$ cat config.mk
export PLATFORM = sky130hd
export DESIGN_NAME = cp_ctrl
export DESIGN_NICKNAME = d
export VERILOG_FILES = /design/src/rtl/cp_pkg.sv /design/src/rtl/cp_tick.sv /design/src/rtl/cp_persist.sv /design/src/rtl/cp_ctrl.sv
export SDC_FILE = /design/constraint.sdc
export NUM_CORES = 1
export LEC_CHECK = 0
export ABC_AREA = 1
export BUFFER_PORTS_ARGS = -buffer_cell sky130_fd_sc_hd__buf_4
export CAP_MARGIN = 20
export CORE_UTILIZATION = 50
export CTS_CLUSTER_DIAMETER = 40
export DETAILED_ROUTE_END_ITERATION = 10
export GPL_TIMING_DRIVEN = 0
export PLACE_DENSITY = 0.7
export RECOVER_POWER = 50
export SLEW_MARGIN = 20
export SYNTH_ARGS = -nofsm -noshare
export SYNTH_HDL_FRONTEND = slang
export SYNTH_SLANG_ARGS = --single-unit
export TNS_END_PERCENT = 5
$ cat constraint.sdc
create_clock -name clk -period 1.9 [get_ports clk]
set_input_delay 0.38 -clock clk [delete_from_list [all_inputs] [get_ports clk]]
set_output_delay 0.38 -clock clk [all_outputs]
set_load 0.05 [all_outputs]
$ cat src/rtl/cp_pkg.sv
package cp_pkg;

  typedef enum logic [1:0] {
    CP_NORMAL = 2'd0,
    CP_OV     = 2'd1,
    CP_UV     = 2'd2,
    CP_OC     = 2'd3
  } cp_state_t;

  // counter width able to hold lim-1 (minimum one bit)
  function automatic int unsigned cp_cnt_w(int unsigned lim);
    return (lim > 1) ? $clog2(lim) : 1;
  endfunction

  // discharge switch path conducts
  function automatic logic cp_dchg_path(cp_state_t s);
    return (s == CP_NORMAL) || (s == CP_OV);
  endfunction

  // charge switch path conducts
  function automatic logic cp_chg_path(cp_state_t s, logic chg);
    return (s == CP_NORMAL) || ((s == CP_UV) && chg);
  endfunction

  // linear gate loop needed in one-direction modes
  function automatic logic cp_loop_on(cp_state_t s, logic chg);
    return (s == CP_OV) || ((s == CP_UV) && chg);
  endfunction

  // {drive enable, level} of the status pin
  function automatic logic [1:0] cp_status(cp_state_t s);
    case (s)
      CP_OV:   return 2'b11;
      CP_UV:   return 2'b10;
      default: return 2'b00;
    endcase
  endfunction

endpackage

$ cat src/rtl/cp_tick.sv
module cp_tick #(
  parameter int unsigned PERIOD = 600000
) (
  input  logic clk,
  input  logic rst_n,
  output logic tick
);
  import cp_pkg::*;

  localparam int unsigned CW = cp_cnt_w(PERIOD);

  logic [CW-1:0] cnt;

  assign tick = (cnt == CW'(PERIOD - 1));

  always_ff @(posedge clk or negedge rst_n) begin
    if (!rst_n)    cnt <= '0;
    else if (tick) cnt <= '0;
    else           cnt <= cnt + 1'b1;
  end

endmodule

$ cat src/rtl/cp_persist.sv
module cp_persist #(
  parameter int unsigned LEN = 2
) (
  input  logic clk,
  input  logic rst_n,
  input  logic clr,
  input  logic step,
  input  logic flag,
  output logic hit
);
  import cp_pkg::*;

  localparam int unsigned CW = cp_cnt_w(LEN);

  logic [CW-1:0] run;

  // qualifying step that completes the run
  assign hit = step && flag && !clr && (run == CW'(LEN - 1));

  always_ff @(posedge clk or negedge rst_n) begin
    if (!rst_n)     run <= '0;
    else if (clr)   run <= '0;
    else if (step)  run <= (flag && !hit) ? run + 1'b1 : '0;
  end

endmodule

$ cat src/rtl/cp_ctrl.sv
module cp_ctrl #(
  parameter int unsigned TICK_CYC    = 600000,
  parameter int unsigned OC_CYC      = 17500,
  parameter int unsigned DEB_SAMPLES = 2
) (
  input  logic       clk,
  input  logic       rst_n,
  input  logic       en_n,
  input  logic       cell_hi,
  input  logic       cell_ok_hi,
  input  logic       cell_lo,
  input  logic       cell_ok_lo,
  input  logic       dis_oc,
  input  logic       chg_det,
  input  logic       load_gone,
  output logic       charge_ok,
  output logic       dischg_ok,
  output logic       loop_en,
  output logic       low_pwr,
  output logic       warn_low,
  output logic       stat_oe,
  output logic       stat_lvl,
  output logic [1:0] state_o
);
  import cp_pkg::*;

  localparam int unsigned NVF = 2;  // voltage fault channels: 0 = over, 1 = under

  cp_state_t st, st_nx;

  logic           en;
  logic           tick;
  logic           path_on;
  logic           oc_hit;
  logic           ov_hit;
  logic           uv_hit;
  logic           vclr;
  logic [NVF-1:0] vflag;
  logic [NVF-1:0] vhit;
  logic [1:0]     stat;

  assign en      = !en_n;
  assign path_on = cp_dchg_path(st);
  assign vclr    = !en || (st != CP_NORMAL);
  assign vflag   = {cell_lo, cell_hi};
  assign ov_hit  = vhit[0];
  assign uv_hit  = vhit[1];

  cp_tick #(.PERIOD(TICK_CYC)) u_tick (
    .clk   (clk),
    .rst_n (rst_n),
    .tick  (tick)
  );

  // overcurrent persistence, counted every clock while discharge can flow
  cp_persist #(.LEN(OC_CYC)) u_oc (
    .clk   (clk),
    .rst_n (rst_n),
    .clr   (!en || !path_on),
    .step  (1'b1),
    .flag  (dis_oc),
    .hit   (oc_hit)
  );

  // voltage fault debounce, counted on sample ticks
  for (genvar g = 0; g < NVF; g++) begin : g_vdeb
    cp_persist #(.LEN(DEB_SAMPLES)) u_deb (
      .clk   (clk),
      .rst_n (rst_n),
      .clr   (vclr),
      .step  (tick),
      .flag  (vflag[g]),
      .hit   (vhit[g])
    );
  end

  always_comb begin
    st_nx = st;
    if (!en) begin
      st_nx = CP_NORMAL;
    end else begin
      case (st)
        CP_NORMAL: begin
          if (oc_hit)      st_nx = CP_OC;
          else if (ov_hit) st_nx = CP_OV;
          else if (uv_hit) st_nx = CP_UV;
        end
        CP_OV: begin
          if (oc_hit)                  st_nx = CP_OC;
          else if (tick && cell_ok_hi) st_nx = CP_NORMAL;
        end
        CP_UV: begin
          if (tick && cell_ok_lo) st_nx = CP_NORMAL;
        end
        default: begin
          if (load_gone) st_nx = CP_NORMAL;
        end
      endcase
    end
  end

  always_ff @(posedge clk or negedge rst_n) begin
    if (!rst_n) st <= CP_NORMAL;
    else        st <= st_nx;
  end

  assign stat      = cp_status(st);
  assign charge_ok = en && cp_chg_path(st, chg_det);
  assign dischg_ok = en && path_on;
  assign loop_en   = en && cp_loop_on(st, chg_det);
  assign low_pwr   = en && (st == CP_UV);
  assign warn_low  = en && !cell_ok_lo;
  assign stat_oe   = en && stat[1];
  assign stat_lvl  = en && stat[0];
  assign state_o   = st;

endmodule

Yosys cells after proc, flatten, opt, wreduce, memory -nomap -nowiden
Cells that the tools add are included.

Add/subtract/negate cells: 4. Eq/ne operators: 7. Mux-type cells: 19. Reductions and logical operators: 39.

Operators by type and width (number): 15-bit two-way mux (2); 1-bit logical AND (21); 20-bit by 1-bit adder with 20-bit output, second input constant (1); 20-bit equality test, second input constant (1); 20-bit two-way mux (1); 2-bit two-way mux (8); 15-bit by 1-bit adder with 15-bit output, second input constant (1); 15-bit equality test, second input constant (1); 1-bit logical NOT (8); 1-bit two-way mux (6); 2-bit one-hot mux with 3 select lines (1); 1-bit logical OR (5); 5-bit by 2-bit inequality test with 1-bit output, second input constant (1); 5-bit nonzero test (1); 4-bit by 2-bit inequality test with 1-bit output, second input constant (1); 2-bit one-hot mux with 2 select lines (1); 4-bit AND reduction (1); 2-bit nonzero test (2); 3-bit inequality test, second input constant (1); 1-bit adder, second input constant (2); 2-bit by 1-bit equality test with 1-bit output, second input constant (1); 2-bit equality test, second input constant (1); 2-bit logical NOT (1).

Register bits: 39. Bits of input ports: 10. Output and inout port bits: 9. Logic and storage cells: 74.

Depth between registers and ports, before layout
Gate-level depths: netlist of run 1.

Word-level depth: 11. Gate-level depth with buffers: 13. Depth with buffers taken out: 13.

Hierarchy
A second synthesis of run 1 with hierarchy kept.

Cells, all modules: 399. Area, all modules: 2756.4 um2.

Modules (own cells, without submodules): cp_tick (instances 1, cells each 165, area an instance 1241.2 um2, seq. area each 500.5 um2); cp_persist at u_oc (instances 1, cells each 153, area an instance 1021.0 um2, seq. area each 375.4 um2); cp_ctrl (instances 1, cells each 63, area an instance 381.6 um2, seq. area each 50.0 um2); cp_persist at g_vdeb[0].u_deb ... (instances 2, cells each 9, area an instance 56.3 um2, seq. area each 25.0 um2).

Worst setup path before layout of run 1
Ideal clock, no wire load.

Path kind: register -> output. Start: register st[1] (netlist: state_o[1]). End: output port loop_en. Arrival time: 2.332 ns. Required time: 1.520 ns. Path slack: -0.812 ns. Cell stages (with the launch flop): 6. Path buffers: 0. Cells stage by stage: dfrtp_1 > ha_1 > inv_1 > nor2_1 > nand2_1 > o21ai_0.

Word-level cells in the longest chain between the ends: 4. Elaborated cells between the ends (all ways): 5. Classes of those cells: 2 x eq/ne; 3 x reduce/logical.

RTL lines: start, declared (RTL line cp_ctrl.sv:29) `cp_state_t st, st_nx;`; start signal, assigned (RTL line cp_ctrl.sv:104) `else st <= st_nx;`; 2-bit equality test (RTL line cp_pkg.sv:27) `return (s == CP_OV) || ((s == CP_UV) && chg);`; 1-bit logical AND (RTL line cp_pkg.sv:27); 1-bit logical OR (*) (RTL line cp_pkg.sv:27); 1-bit logical AND (*) (RTL line cp_ctrl.sv:110) `assign loop_en = en && cp_loop_on(st, chg_det);`; end, declared (RTL line cp_ctrl.sv:18) `output logic loop_en,`.

Mark *: on every way between the ends. The rest lies on a longest branch, timed or not.

Worst setup path after layout of run 1
Start: register st[0] (netlist: state_o[0]). End: output port loop_en.

Same word-level chain as after synthesis.

==> metrics.yaml, run 1 <==
endpoint_kind: "primary output"
synth_nets: 335
dpl.hpwl_um: 3830
area_delta_synth_final_pct: 15.2
max_cap_violations: 0
yosys_warnings: 0
hold_viol: 0
pin_count: 19
relSlewSlack: 0.339
period_needed_ns: 1.80
skew_ns: 0.0153
cts_inserted_buffers: 5
antenna_left: 0
gr-total-overflow: 0
status: "completed"
syn_area_per_cell_um2: 7.70
h-tree-depth: 2
syn-cell-area_um2: 2460
clk_pin_slew_ns: 0.08
critPathKind: "reg2out"
powerDensity_nw_per_um2: 680
root_buffer: "clkbuf_8"
gp_congestion: 0.902
wl_per_cell_um: 12.1
layout_common_cells: "46 x inv_1, 46 x nand2_1, 46 x nor2_1, 38 x dfrtp_1, 19 x nand3_1"
grt_usage: 0.219
required_ns: 1.52
port_buffers: 18
r2r-end: "u_tick.cnt[18]"
grt_pass1_vias: 1970
viasPerCell: 4.99
worst_pin_slew_ns: 0.992
clock.fmax_ghz: 0.554
netlist_instances: 320
setup_violations: 0
dieHeight_um: 72.2
rrSetupSlack_ns: 0.16
vdd_ir_drop_max_mv: 0.440
leakage_nw: 1.26
synth_top_family_by_area: "simple AND/OR/NAND/NOR gates"
chipWidth_um: 72.2
synthAdderAreaFrac: 0.0254
synth-xor-area-share: 0.0497
drcViolationCount: 0
crit_path_max_fanout: 4
reg2reg_from: "u_tick.cnt[0]"
rows: 25
hp-class: "in2async"
nets: 361
worstRegToRegCells: 8
synth-compound-area-share: 0.0660
tns_ns: 0
drtIter0Drc: 70
cts_tree: "yes"
hold_ws_ns: 0.236
fin_crit_sh: 0.949
maxSlewViolCount: 0
drtPass1Iterations: 4
grt_pass1_wl_um: 8900
synthDistinctLibCells: 31
vias: 2064
grt_max_degree: 40
cp-start-kind: "register"
crit_arrival_ns: 1.42
insertedDiodeCount: 0
wirelength_um: 5000
muxShareOfSynthArea: 0
fp.coreArea_um2: 4720
die-area_um2: 5210
yosys_register_bits: 39
yosys.area_share.simple: 0.375
cts.sinks: 39
drive_above_1_share: 0.210
initial_core_util: 0.522
grt_setup_unrepaired: "false"
antenna_found_initial: 0
insertion_delay_ns: 0.30
cts_buffer_depth: 2
seq_area_frac_synth: 0.396
[where the power goes]
group	switching, mW	internal [mW]
registers	0.0188	0.844
clock network	0.294	0.332
logic	0.300	0.141
total	0.613	1.32
[critical path, cell delays in order, from the launching register on]
cell and delay, ns:
dfrtp_1 0.43, inv_2 0.08, ha_1 0.13, inv_1 0.06, nor2_4 0.10, nand2_1 0.09, o21ai_2 0.07, buf_6 0.17
[cell usage after synthesis]
library cell / instances / share of area
a21oi_1: 15 / 0.030
buf_2: 1 / 0.0020
clkbuf_2: 1 / 0.0020
clkinv_1: 1 / 0.0015
clkinv_4: 1 / 0.0036
dfrtp_1: 39 / 0.40
ha_1: 5 / 0.025
inv_1: 49 / 0.075
inv_2: 3 / 0.0046
nand2_1: 47 / 0.072
nand2_2: 6 / 0.015
nand2_4: 2 / 0.0091
nand3_1: 20 / 0.041
nand3_2: 3 / 0.012
nand3_4: 2 / 0.014
nand4_1: 15 / 0.038
nor2_1: 50 / 0.076
nor2_2: 5 / 0.013
nor2_4: 5 / 0.023
nor2_8: 1 / 0.0081
nor3_1: 9 / 0.018
nor3_2: 3 / 0.012
nor3b_1: 1 / 0.0030
nor4_1: 3 / 0.0076
nor4_2: 2 / 0.010
o21ai_0: 11 / 0.022
o21ai_1: 2 / 0.0041
o21bai_1: 1 / 0.0030
o31ai_1: 2 / 0.0061
or2_2: 1 / 0.0025
xor2_1: 14 / 0.050
[worst max path at each step]
stage                            from           end  slack, ns  cells after the start
final                      state_o[0]       loop_en        0.1                      7
after detailed placement  u_oc.run[0]  u_oc.run[14]       0.04                      8
after CTS                  state_o[1]     dischg_ok      0.003                      7
after global routing       state_o[1]    state_o[1]      0.001                     13
after floorplan            state_o[1]     charge_ok      -0.20                      5
after global placement    u_oc.run[0]  u_oc.run[14]       0.11                      8
[state kept, by name (all words and copies together) (netlist names)]
signal / count
u_oc.run: 15
u_tick.cnt: 20
state_o: 2
g_vdeb.u_deb.run: 2
[area by class of cell]
| type | count | area [um2] |
|---|---|---|
| Multi-Input combinational cell | 225 | 1310 |
| Tap cell | 67 | 83.8 |
| Buffer | 2 | 10.0 |
| Fill cell | 424 | 1880 |
| Clock buffer | 8 | 100 |
| Sequential cell | 39 | 977 |
| Timing Repair Buffer | 19 | 151 |
| Inverter | 54 | 210 |
[logic make-up after synthesis]
| kind of cell | Yosys count |
|---|---|
| flops | 39 |
| xor+xnor | 14 |
| simple gates | 175 |
| fa+ha+maj | 5 |
| compound gates | 31 |
| buf+inv | 56 |
[through the flow]
| step | area (um2) | util | cells | power [mW] | setup WS (ns) |
|---|---|---|---|---|---|
| final | 2840 | 0.601 | 414 | 1.93 | 0.0963 |
| after global routing | 2840 | 0.601 | 414 | 2.02 | 0.00127 |
| after global placement | 2700 | 0.572 | 405 | 1.28 | 0.107 |
| after floorplan | 2480 | - | 320 | 1.16 | -0.199 |
| after CTS | 2800 | 0.594 | 413 | 1.92 | 0.00332 |
| after detailed placement | 2700 | 0.572 | 405 | 1.29 | 0.0409 |
[per-layer routing]
layer	GRT usage	share of wire
met4	0.0654	0.010
met5	0	0
met2	0.337	0.45
met3	0.0431	0.033
met1	0.312	0.51
[repair_timing]
action / 4_1_cts / 5_1_grt
setup buffers: 0 / 1
hold buffers: 0 / 0
pin swaps: 0 / 0
gates resized for setup: 1 / 13
endpoints found under the setup margin: 1 / 13
endpoints found under the hold margin: 0 / 0
Power figures use the tool's default switching activity.
==> run 2, diff against run 1 <==
--- a/config.mk
+++ b/config.mk
@@ -11,7 +11,7 @@
 export CORE_UTILIZATION = 50
 export CTS_CLUSTER_DIAMETER = 40
 export DETAILED_ROUTE_END_ITERATION = 10
-export GPL_TIMING_DRIVEN = 0
+export GPL_TIMING_DRIVEN = 1
 export PLACE_DENSITY = 0.7
 export RECOVER_POWER = 50
 export SLEW_MARGIN = 20
==> metrics.yaml, run 2 (same netlist as run 1, synthesis figures left out) <==
gp_congestion: 0.888
drtIter0Drc: 172
hold_ws_ns: 0.217
relSlewSlack: 0.357
required_ns: 1.52
worst_pin_slew_ns: 0.964
drtPass1Iterations: 4
grt_setup_unrepaired: "true"
antenna_found_initial: 0
cp-start-kind: "register"
cts_buffer_depth: 2
layout_common_cells: "47 x inv_1, 47 x nand2_1, 46 x nor2_1, 39 x dfrtp_1, 20 x nand3_1"
multiInputGateArea_um2: 1290
switching_share: 0.322
register_area_um2: 976
power.share.sequential: 0.443
fin_crit_sh: 0.956
insertedDiodeCount: 0
switchingPower_mw: 0.622
maxSlewViolCount: 0
clk_pin_slew_ns: 0.08
cts.sinks: 39
post_cts_buffers: 0
pin_count: 19
drive_above_1_share: 0.205
initial_core_util: 0.522
fp.coreArea_um2: 4720
area_delta_synth_final_pct: 15.1
holdBufCountCts: 0
h-tree-depth: 2
dieHeight_um: 72.2
hp-class: "in2async"
largest-register: "u_tick.cnt"
critPathKind: "reg2out"
crit_arrival_ns: 1.44
chipWidth_um: 72.2
post_cts_resized: 0
dpl.hpwl_um: 4020
cts_inserted_buffers: 5
status: "completed"
max_cap_violations: 0
wl_per_cell_um: 12.8
crit_path_max_fanout: 4
grt_max_degree: 40
p_int_mw: 1.31
port_buffers: 18
fill_cells: 424
powerDensity_nw_per_um2: 681
vias: 2153
viasPerCell: 5.20
wirelength_um: 5290
die-area_um2: 5210
hold_viol: 0
antenna_left: 0
setup_violations: 0
gr-total-overflow: 0
grt_usage: 0.226
clock.fmax_ghz: 0.550
nets: 361
grt_pass1_wl_um: 9110
largest_reg_flops: 20
endpoint_kind: "primary output"
rows: 25
combPwrFrac: 0.228
period_needed_ns: 1.82
p_clk_frac: 0.330
tns_ns: 0
power_mw: 1.93
insertion_delay_ns: 0.30
root_buffer: "clkbuf_8"
grt_pass1_vias: 1993
vdd_ir_drop_max_mv: 0.348
leakage_nw: 1.26
drcViolationCount: 0
reg_top3: "u_tick.cnt (20), u_oc.run (15)"
skew_ns: 0.0111
cts_tree: "yes"
==> run 2: cell types whose count changed in the layout (fill, tap and decap cells not counted), sizes merged <==
cell,change
buf,+2
clkbuf,-3
clkinvlp,+1
==> run 2: final cells by class <==
class | count | share of cell area
well taps | 67 | 0.0296
multi-input cells | 225 | 0.456
clock buffers | 7 | 0.0340
inverters | 54 | 0.0741
clock inverters | 1 | 0.00265
flip-flops and latches | 39 | 0.344
repair buffers | 21 | 0.0600
==> run 2: final timing paths <==
| path | slack (ns) | to | depth (start not counted) | startpoint |
|---|---|---|---|---|
| setup / recovery | 0.08 | loop_en | 7 | state_o[0] |
| hold / removal | 0.22 | u_tick.cnt[11] | 1 | rst_n |
| setup reg to reg | 0.20 | u_oc.run[10] | 11 | state_o[1] |
| hold reg to reg | 0.48 | u_oc.run[13] | 1 | u_oc.run[13] |
| max in group asynchronous | 1.08 | state_o[1] | 1 | rst_n |
| min in group clk | 0.35 | g_vdeb[1].u_deb.run | 3 | cell_lo |
==> run 2: stage by stage <==
| stage | cell area (um2) | setup slack, ns | utilization | cells |
|---|---|---|---|---|
| 6_report | 2840 | 0.0827 | 0.601 | 414 |
| 5_1_grt | 2840 | -0.0213 | 0.601 | 414 |
| 4_1_cts | 2820 | 0.0331 | 0.596 | 414 |
| 3_5_place_dp | 2710 | 0.212 | 0.574 | 406 |
| 3_3_place_gp | 2710 | 0.239 | 0.574 | 406 |
| 2_1_floorplan | 2480 | -0.199 | - | 320 |
==> run 2: metal layers <==
layer	vias up	routed length, um	track usage
li1	1083	-	-
met1	1017	2570	0.318
met2	41	2400	0.348
met3	12	213	0.0444
met4	0	106	0.0806
met5	-	0	0
==> run 2: power groups by stage <==
stage / Combinational (mW) / Sequential [mW] / Clock, mW
3_5_place_dp: 0.418 / 0.872 / 0
4_1_cts: 0.419 / 0.856 / 0.657
5_1_grt: 0.487 / 0.859 / 0.678
6_report: 0.440 / 0.856 / 0.637
2_1_floorplan: 0.252 / 0.907 / 0
3_3_place_gp: 0.417 / 0.871 / 0
==> run 2: critical path, cell delays in order (launching register included) <==
cell,delay [ns]
dfrtp_1,0.42
inv_2,0.07
ha_1,0.14
inv_1,0.07
nor2_4,0.10
nand2_1,0.08
o21ai_2,0.08
buf_6,0.18
